## config.mk

```make
export PLATFORM = sky130hd
export DESIGN_NAME = duo_cpu
export DESIGN_NICKNAME = d
export VERILOG_FILES = /design/src/rtl/duo_cpu_pkg.sv /design/src/rtl/duo_cpu_ctrl.sv /design/src/rtl/duo_cpu_datapath.sv /design/src/rtl/duo_cpu.sv
export SDC_FILE = /design/constraint.sdc
export NUM_CORES = 1
export LEC_CHECK = 0
export ABC_AREA = 1
export BUFFER_PORTS_ARGS = -buffer_cell sky130_fd_sc_hd__buf_2
export CORE_AREA = 2 2 81 83
export CTS_CLUSTER_SIZE = 12
export DETAILED_ROUTE_END_ITERATION = 16
export DIE_AREA = 0 0 83 85
export GPL_ROUTABILITY_DRIVEN = 0
export PLACE_DENSITY = 0.7
export SLEW_MARGIN = 20
export SYNTH_ARGS = -nofsm -noshare
export SYNTH_HDL_FRONTEND = slang
export SYNTH_HIERARCHICAL = 1
export SYNTH_SLANG_ARGS = --single-unit
```

## constraint.sdc

```tcl
create_clock -name clk -period 8.92 [get_ports clk]
set_clock_uncertainty 0.05 [all_clocks]
set_input_delay 1.784 -clock clk [delete_from_list [all_inputs] [get_ports clk]]
set_output_delay 1.784 -clock clk [all_outputs]
set_load 0.01 [all_outputs]
```

## src/rtl/duo_cpu_pkg.sv

```systemverilog
package duo_cpu_pkg;
  localparam int DATA_W = 8;
  localparam int IMM_W  = 4;
  localparam int JT_W   = 5;
  localparam int NREG   = 2;
  localparam int SEL_W  = $clog2(NREG);

  localparam logic [2:0] OP_RR   = 3'b000;
  localparam logic [2:0] OP_LOAD = 3'b001;
  localparam logic [2:0] OP_STOR = 3'b010;
  localparam logic [2:0] OP_HIGH = 3'b011;
  localparam logic [2:0] OP_ORIM = 3'b100;
  localparam logic [2:0] OP_JUMP = 3'b101;
  localparam logic [2:0] OP_BREQ = 3'b110;

  typedef enum logic [1:0] {WB_ALU, WB_MEM, WB_HIGH, WB_ORIM} wbSel_e;
  typedef enum logic [1:0] {PC_SEQ, PC_JMP, PC_BEQ} pcSel_e;
  typedef enum logic [1:0] {ALU_OR, ALU_ADD, ALU_AND, ALU_SUB} aluOp_e;

  typedef struct packed {
    logic             regWe;
    wbSel_e           wbSel;
    aluOp_e           aluOp;
    logic [SEL_W-1:0] rdSel;
    logic [SEL_W-1:0] raSel;
    logic [SEL_W-1:0] rbSel;
    logic             memWe;
    pcSel_e           pcSel;
  } ctrlStrobes_t;
endpackage

```

## src/rtl/duo_cpu_ctrl.sv

```systemverilog
module duo_cpu_ctrl
  import duo_cpu_pkg::*;
(
  input  logic         rst,
  input  logic [7:0]   instr,
  output ctrlStrobes_t strobes
);
  logic [2:0] major;
  assign major = instr[7:5];

  always_comb begin
    strobes = '0;
    unique case (major)
      OP_RR: begin
        strobes.regWe = 1'b1;
        strobes.wbSel = WB_ALU;
        strobes.aluOp = aluOp_e'(instr[4:3]);
        strobes.rdSel = instr[2];
        strobes.raSel = instr[1];
        strobes.rbSel = instr[0];
      end
      OP_LOAD: begin
        strobes.regWe = 1'b1;
        strobes.wbSel = WB_MEM;
        strobes.rdSel = instr[4];
      end
      OP_STOR: begin
        strobes.memWe = ~rst;
        strobes.raSel = instr[4];
      end
      OP_HIGH: begin
        strobes.regWe = 1'b1;
        strobes.wbSel = WB_HIGH;
        strobes.rdSel = instr[4];
      end
      OP_ORIM: begin
        strobes.regWe = 1'b1;
        strobes.wbSel = WB_ORIM;
        strobes.rdSel = instr[4];
        strobes.raSel = instr[4];
      end
      OP_JUMP: strobes.pcSel = PC_JMP;
      OP_BREQ: begin
        strobes.pcSel = PC_BEQ;
        strobes.raSel = 1'b0;
        strobes.rbSel = 1'b1;
      end
      default: strobes = '0;
    endcase
  end
endmodule

```

## src/rtl/duo_cpu_datapath.sv

```systemverilog
module duo_cpu_datapath
  import duo_cpu_pkg::*;
(
  input  logic              clk,
  input  logic              rst,
  input  ctrlStrobes_t      strobes,
  input  logic [JT_W-1:0]   instrLow,
  output logic [DATA_W-1:0] pc,
  output logic [DATA_W-1:0] memAddr,
  output logic [DATA_W-1:0] memWdata,
  output logic              memWe,
  input  logic [DATA_W-1:0] memRdata
);
  localparam int HI_W = DATA_W - IMM_W;
  localparam int PH_W = DATA_W - JT_W;

  logic [DATA_W-1:0] regFile [NREG];
  logic [DATA_W-1:0] opA, opB, aluRes, wbData, pcInc, pcNext, offExt;
  logic [IMM_W-1:0]  imm;

  assign imm      = instrLow[IMM_W-1:0];
  assign opA      = regFile[strobes.raSel];
  assign opB      = regFile[strobes.rbSel];
  assign memAddr  = {{HI_W{1'b0}}, imm};
  assign memWdata = opA;
  assign memWe    = strobes.memWe;
  assign offExt   = {{PH_W{instrLow[JT_W-1]}}, instrLow};
  assign pcInc    = pc + 1'b1;

  always_comb begin
    unique case (strobes.aluOp)
      ALU_OR:  aluRes = opA | opB;
      ALU_ADD: aluRes = opA + opB;
      ALU_AND: aluRes = opA & opB;
      default: aluRes = opA - opB;
    endcase
  end

  always_comb begin
    unique case (strobes.wbSel)
      WB_ALU:  wbData = aluRes;
      WB_MEM:  wbData = memRdata;
      WB_HIGH: wbData = {imm, {HI_W{1'b0}}};
      default: wbData = opA | {{HI_W{1'b0}}, imm};
    endcase
  end

  always_comb begin
    unique case (strobes.pcSel)
      PC_JMP:  pcNext = {pc[DATA_W-1:JT_W], instrLow};
      PC_BEQ:  pcNext = (opA == opB) ? pcInc + offExt : pcInc;
      default: pcNext = pcInc;
    endcase
  end

  always_ff @(posedge clk) begin
    if (rst) begin
      pc      <= '0;
      regFile <= '{default: '0};
    end else begin
      pc <= pcNext;
      if (strobes.regWe) regFile[strobes.rdSel] <= wbData;
    end
  end


  reset_pc_chk: assert property (@(posedge clk) disable iff (rst)
    $past(rst) |-> (pc == '0));


  seq_advance_chk: assert property (@(posedge clk) disable iff (rst)
    (strobes.pcSel == PC_SEQ) |=> (pc == $past(pc) + 1'b1));


  jump_low_bits_chk: assert property (@(posedge clk) disable iff (rst)
    (strobes.pcSel == PC_JMP) |=>
      (pc[DATA_W-1:JT_W] == $past(pc[DATA_W-1:JT_W])) && (pc[JT_W-1:0] == $past(instrLow)));


  branch_not_taken_chk: assert property (@(posedge clk) disable iff (rst)
    (strobes.pcSel == PC_BEQ && regFile[0] != regFile[1]) |=> (pc == $past(pc) + 1'b1));


  load_write_chk: assert property (@(posedge clk) disable iff (rst)
    (strobes.regWe && strobes.wbSel == WB_MEM) |=>
      (regFile[$past(strobes.rdSel)] == $past(memRdata)));
endmodule

```

## src/rtl/duo_cpu.sv

```systemverilog
module duo_cpu
  import duo_cpu_pkg::*;
(
  input  logic              clk,
  input  logic              rst,
  output logic [DATA_W-1:0] imemAddr,
  input  logic [DATA_W-1:0] imemData,
  output logic [DATA_W-1:0] dmemAddr,
  output logic [DATA_W-1:0] dmemWdata,
  input  logic [DATA_W-1:0] dmemRdata,
  output logic              dmemWe
);
  ctrlStrobes_t strobes;

  duo_cpu_ctrl u_ctrl (
    .rst     (rst),
    .instr   (imemData),
    .strobes (strobes)
  );

  duo_cpu_datapath u_dp (
    .clk      (clk),
    .rst      (rst),
    .strobes  (strobes),
    .instrLow (imemData[JT_W-1:0]),
    .pc       (imemAddr),
    .memAddr  (dmemAddr),
    .memWdata (dmemWdata),
    .memWe    (dmemWe),
    .memRdata (dmemRdata)
  );


  store_only_chk: assert property (@(posedge clk) disable iff (rst)
    dmemWe |-> (imemData[7:5] == OP_STOR));
endmodule

```

== After elaboration in Yosys (flattened, before gate mapping) ==
Cells that the tools add are included.

* Magnitude comparators: 4
* Muxes and demuxes: 20
* Add/subtract/negate cells: 4
* Reductions and logical operators: 6
* Bitwise operators: 7
* Eq/ne operators: 13

{| class="wikitable"
|+ Operators by type and width
! operator !! number
|-
| $mux 8 || 8
|-
| $pmux 8 s3 || 2
|-
| $add 8x8->8 || 2
|-
| $bwmux 16 || 1
|-
| $pmux 8 s2 || 1
|-
| $pmux 3 s4 || 1
|-
| $eq 3x3->1 const B || 3
|-
| $add 8x1->8 const B || 1
|-
| $and 8x8->8 || 1
|-
| $demux 8 s1 || 1
|-
| $eq 8x8->1 || 1
|-
| $or 8x4->8 || 1
|-
| $or 8x8->8 || 1
|-
| $sub 8x8->8 || 1
|-
| $eq 2x1->1 const B || 3
|-
| $eq 2x2->1 const B || 3
|-
| $eq 3x2->1 const B || 2
|-
| $ge 2x2->1 const B || 3
|-
| $not 1->2 || 3
|-
| $pmux 1 s2 || 3
|-
| $logic_not 2->1 || 2
|-
| $pmux 2 s2 || 1
|-
| $eq 3x1->1 const B || 1
|-
| $logic_not 3->1 || 1
|-
| 7 further kinds || 7
|}

* Output and inout port bits: 25
* Register bits after elaboration: 24
* Word-level logic and storage cells: 58

== Depth between registers and ports, before layout ==
* Depth after elaboration: 11
* Gate-level depth with buffers: 22
* Gate-level depth less buffers: 21

== By module ==
The synthesis kept the hierarchy.

{| class="wikitable"
|+ By module, submodules not included
! module !! sequential area each (um2) !! cells each !! instances !! area each (um2)
|-
| duo_cpu_datapath || 480.5 || 511 || 1 || 3078.0
|-
| duo_cpu_ctrl || 0.0 || 32 || 1 || 133.9
|}

== Worst setup path after synthesis ==
Ideal clock, no wire load.

* Path type: input port to output port
* From: input imemData[6]
* To: output dmemWdata[3]
* Path slack: 4.410 ns
* Buffers on the path: 1
* Data arrival time: 2.676 ns
* Stages on the path: 8
* Required time: 7.086 ns
* Path through: nor2_2 > nand2_2 > inv_1 > nand2_1 > nand2_1 > buf_2 > nand2_1 > o21ai_0

{| class="wikitable"
|+ RTL lines
! element !! RTL line !! RTL
|-
| from (decl) || duo_cpu.sv:7 || <nowiki>input logic [DATA_W-1:0] imemData,</nowiki>
|-
| to (decl) || duo_cpu.sv:9 || <nowiki>output logic [DATA_W-1:0] dmemWdata,</nowiki>
|}

==> impl_metrics.prom <==
# TYPE chip_impl_metric gauge
chip_impl_metric{name="post_cts.repair.setup_buffers",unit=""} 0
chip_impl_metric{name="nets",unit=""} 621
chip_impl_metric{name="clkTransAtPathRegs",unit="ns"} 0.08
chip_impl_metric{name="overflow",unit=""} 0
chip_impl_metric{name="grt_pass1_vias",unit=""} 3093
chip_impl_metric{name="cts_htree_levels",unit=""} 1
chip_impl_info{name="timing.rr.start",value="u_dp/regFile[9]"} 1
chip_impl_metric{name="num_antenna_cells",unit=""} 0
chip_impl_info{name="setup_repair_after_global_routing_missed_its_margin",value="false"} 1
chip_impl_info{name="run_status",value="complete, no violations"} 1
chip_impl_metric{name="hpwl_after_detailed_placement",unit="mm"} 6.67
chip_impl_metric{name="initial_utilization",unit="%"} 51.8
chip_impl_info{name="path_cells",value="buf_2 > inv_1 > nand2_1 > nand2_1 > nand3_1 > nand2_1 > o21ai_0 > buf_2"} 1
chip_impl_metric{name="setup-violations-final",unit=""} 0
chip_impl_info{name="timing.critical_path.slowest_stage_cell",value="sky130_fd_sc_hd__o21ai_0"} 1
chip_impl_metric{name="hold_depth",unit=""} 2
chip_impl_metric{name="die_y_extent",unit="um"} 85
chip_impl_metric{name="first_pass_grt_wire_length",unit="mm"} 14.1
chip_impl_metric{name="timing.max_cap.violations",unit=""} 0
chip_impl_metric{name="antenna_nets_post_route",unit=""} 0
chip_impl_info{name="timing.critical_path.from_type",value="input pin"} 1
chip_impl_metric{name="instances_no_fill",unit=""} 642
chip_impl_info{name="path_delay_family",value="compound AO/OA/AOI/OAI gates"} 1
chip_impl_metric{name="avgRoutedWirePerCell",unit="um"} 12.9
chip_impl_info{name="maxUsedRoutingLayer",value="met4"} 1
chip_impl_metric{name="clock_tree.buffer_depth",unit=""} 2
chip_impl_metric{name="grt.total_usage",unit="%"} 24.0
chip_impl_info{name="worst_setup_path_end_kind",value="primary output"} 1
chip_impl_metric{name="met2_length",unit="mm"} 3.93
chip_impl_metric{name="pin_count_of_the_biggest_net_entering_global_routing",unit=""} 22
chip_impl_info{name="holdCritStartpoint",value="u_dp/pc[7]"} 1
chip_impl_metric{name="clkLatencyLatePin",unit="ns"} 0.26
chip_impl_metric{name="timing.fmax",unit="MHz"} 192
chip_impl_metric{name="drive_gt1_share",unit="%"} 9.56
chip_impl_metric{name="finalWorstPathRequiredPeriod",unit="ns"} 5.21
chip_impl_metric{name="finalHoldViolCount",unit=""} 0
chip_impl_metric{name="fp.dieArea",unit="mm^2"} 0.00706
chip_impl_metric{name="pin_count",unit=""} 43
chip_impl_metric{name="cts.hold.buffers_added",unit=""} 0
chip_impl_metric{name="slew_headroom",unit="%"} 45.1
chip_impl_metric{name="setup.reg_to_reg.worst_slack",unit="ns"} 6.21
chip_impl_metric{name="r2r.worst_path.cells",unit=""} 11
chip_impl_metric{name="cp_num_buf_inv",unit=""} 3
chip_impl_info{name="cts-root-buf",value="sky130_fd_sc_hd__clkbuf_8"} 1
chip_impl_metric{name="vias_post_dr",unit=""} 3368
chip_impl_info{name="min_to",value="u_dp/pc[7]"} 1
chip_impl_metric{name="syn_to_final_growth",unit="%"} 6.00
chip_impl_metric{name="synth.cell_area",unit="mm^2"} 0.00321
chip_impl_metric{name="synth.avg_cell_area",unit="um^2"} 5.91
chip_impl_metric{name="timing.critical_path.slowest_cell_delay",unit="ns"} 0.59
chip_impl_metric{name="place_inst",unit=""} 639
chip_impl_metric{name="route.detailed.vias_per_inst",unit=""} 5.25
chip_impl_metric{name="post_route_drc",unit=""} 0
chip_impl_metric{name="routedLengthMet1",unit="mm"} 3.90
chip_impl_metric{name="std_cell_rows",unit=""} 29
chip_impl_metric{name="detailedRoute.firstPassIterationCount",unit=""} 4
chip_impl_metric{name="seq_area_frac_synth",unit="%"} 15.0
chip_impl_metric{name="clock_sinks",unit=""} 24
chip_impl_metric{name="leakage",unit="nW"} 1.92
chip_impl_metric{name="yosys_warnings",unit=""} 6
chip_impl_info{name="holdCritPathClass",value="register to register"} 1
chip_impl_metric{name="post-place-ws",unit="ns"} 3.73
chip_impl_metric{name="cts_resized",unit=""} 0
chip_impl_metric{name="drv_slew",unit=""} 0
chip_impl_metric{name="portBuffers",unit=""} 38
chip_impl_info{name="worst-setup-path-type",value="input pin to primary output"} 1
chip_impl_info{name="end_of_the_worst_register_to_register_path",value="u_dp/pc[3]"} 1
chip_impl_metric{name="pwr_density_cell",unit="mW/mm^2"} 123
chip_impl_metric{name="worst-slew-pin-transition",unit="ns"} 0.821
chip_impl_metric{name="critPathMaxFanout",unit=""} 16
chip_impl_metric{name="netlist_instances",unit=""} 543
chip_impl_metric{name="ys_types",unit=""} 38
chip_impl_metric{name="floorplan.die.width",unit="um"} 83
chip_impl_metric{name="cts-buffers-inserted",unit=""} 3
chip_impl_metric{name="drt_wl_total",unit="mm"} 8.30
chip_impl_info{name="clock_tree_from_tritoncts",value="built"} 1
chip_impl_metric{name="synth_register_bits",unit=""} 24
chip_impl_metric{name="period_share",unit="%"} 58.4
chip_impl_metric{name="worstPathRequired",unit="ns"} 7.09
chip_impl_info{name="path_common_cell",value="sky130_fd_sc_hd__nand2_1"} 1
chip_impl_metric{name="grt_antenna_before_repair",unit=""} 0
chip_impl_metric{name="critPathArrivalTime",unit="ns"} 3.37
chip_impl_metric{name="coreArea",unit="mm^2"} 0.00620
chip_impl_metric{name="met3WireLength",unit="um"} 352
chip_impl_metric{name="worst_ir_drop_vdd",unit="uV"} 72.2
chip_impl_metric{name="post-route-worst-setup-slack",unit="ns"} 3.71
chip_impl_metric{name="dr.first_iter.drc_count",unit=""} 169
chip_impl_metric{name="hold_ws",unit="ns"} 0.466
chip_impl_metric{name="final.setup.tns",unit="ns"} 0
==> worst register-to-register path: stages, from the launching register on <==
cell and delay [ns]:
sky130_fd_sc_hd__dfxtp_1 0.34, sky130_fd_sc_hd__inv_1 0.05, sky130_fd_sc_hd__o21ai_0 0.46, sky130_fd_sc_hd__inv_1 0.23, sky130_fd_sc_hd__ha_1 0.41, sky130_fd_sc_hd__nor2_1 0.13, sky130_fd_sc_hd__nand2_1 0.05, sky130_fd_sc_hd__or2_1 0.39
sky130_fd_sc_hd__inv_2 0.19, sky130_fd_sc_hd__o21ai_0 0.10, sky130_fd_sc_hd__o211ai_1 0.09, sky130_fd_sc_hd__a21oi_1 0.10
==> metrics by stage <==
stage	cell area, um^2	power, mW	util (%)
2_1_floorplan	3220	0.307	-
3_3_place_gp	3360	0.351	54.2
3_5_place_dp	3360	0.355	54.2
4_1_cts	3400	0.420	54.9
5_1_grt	3400	0.461	54.9
6_report	3400	0.420	54.9
==> final cells by class <==
class / instances / area (um^2)
fill: 657 / 2800
multi-input combinational: 385 / 2160
sequential: 24 / 480
inverter: 114 / 428
timing repair buffer: 39 / 198
tap: 77 / 96.3
clock buffer: 3 / 41.3
==> cells by family (layout without fill, tap and decap cells) <==
group / Yosys count / in the layout / synth area share [%]
xor gates and xnor gates: 9 / 9 / 2.45
DFF: 24 / 24 / 15.0
other: 1 / 4 / 0.117
adders and majority gates: 36 / 36 / 14.7
AOI/OAI and AO/OA: 103 / 103 / 17.5
buffers and inverters: 137 / 156 / 18.1
and+or+nand+nor: 233 / 233 / 32.1
==> layout by cell type, fill, tap and decap left out, types with 3 or more instances in the layout <==
| cell type | instances |
|---|---|
| sky130_fd_sc_hd__dfxtp_1 | 24 |
| sky130_fd_sc_hd__xor2_1 | 8 |
| sky130_fd_sc_hd__a21oi_1 | 35 |
| sky130_fd_sc_hd__inv_1 | 110 |
| sky130_fd_sc_hd__o211ai_1 | 6 |
| sky130_fd_sc_hd__ha_1 | 33 |
| sky130_fd_sc_hd__nor2_1 | 33 |
| sky130_fd_sc_hd__fa_1 | 3 |
| sky130_fd_sc_hd__nand4_1 | 14 |
| sky130_fd_sc_hd__nand3_1 | 44 |
| sky130_fd_sc_hd__nor3_1 | 3 |
| sky130_fd_sc_hd__o21ai_0 | 48 |
| sky130_fd_sc_hd__nand2_1 | 126 |
| sky130_fd_sc_hd__conb_1 | 4 |
| sky130_fd_sc_hd__inv_2 | 4 |
| sky130_fd_sc_hd__buf_2 | 38 |
| sky130_fd_sc_hd__clkbuf_8 | 3 |
==> Yosys cell counts (all sizes together) <==
| library cell | n | share of area [%] |
|---|---|---|
| nand2 | 127 | 15 |
| inv | 114 | 13 |
| o21ai | 50 | 7.8 |
| nand3 | 45 | 7.2 |
| nor2 | 38 | 5.6 |
| a21oi | 36 | 5.7 |
| ha | 33 | 13 |
| dfxtp | 24 | 15 |
| buf | 17 | 4.1 |
| nand4 | 14 | 2.7 |
| xor2 | 8 | 2.2 |
| clkbuf | 6 | 0.70 |
| o211ai | 6 | 1.4 |
| fa | 3 | 1.9 |
| nor3 | 3 | 0.47 |
| a211oi | 2 | 0.47 |
| a21o | 2 | 0.47 |
| nand3b | 2 | 0.47 |
| o21bai | 2 | 0.47 |
| o22ai | 2 | 0.39 |
| or2 | 2 | 0.39 |
| a221oi | 1 | 0.27 |
| and2 | 1 | 0.19 |
| conb | 1 | 0.12 |
| nor3b | 1 | 0.23 |
| o21a | 1 | 0.23 |
| o221ai | 1 | 0.27 |
| xnor2 | 1 | 0.27 |
==> metal layers <==
layer / track usage, % / vias up
met1: 32.4 / 1503
met5: 0 / -
li1: - / 1758
met2: 41.6 / 97
met4: 6.56 / 0
met3: 1.46 / 10
==> report_power, final <==
group | internal (mW) | switching (mW) | leakage (nW)
clock network | 0.0302 | 0.0342 | 0.0216
logic | 0.0815 | 0.152 | 1.70
registers | 0.116 | 0.00611 | 0.197
==> state kept, by name (all words and copies together) (netlist names) <==
signal and cells:
u_dp/pc 8, u_dp/regFile 16
==> worst max-delay path by stage <==
stage | start | to | cells after the start
6_report | imemData[5] | dmemWdata[1] | 8
5_1_grt | imemData[5] | dmemWdata[3] | 8
4_1_cts | imemData[5] | dmemWdata[3] | 8
3_5_place_dp | imemData[5] | dmemWdata[3] | 8
3_3_place_gp | imemData[5] | dmemWdata[3] | 8
2_1_floorplan | imemData[6] | dmemWdata[3] | 8
Note: power is estimated with default switching activity, not from simulation.
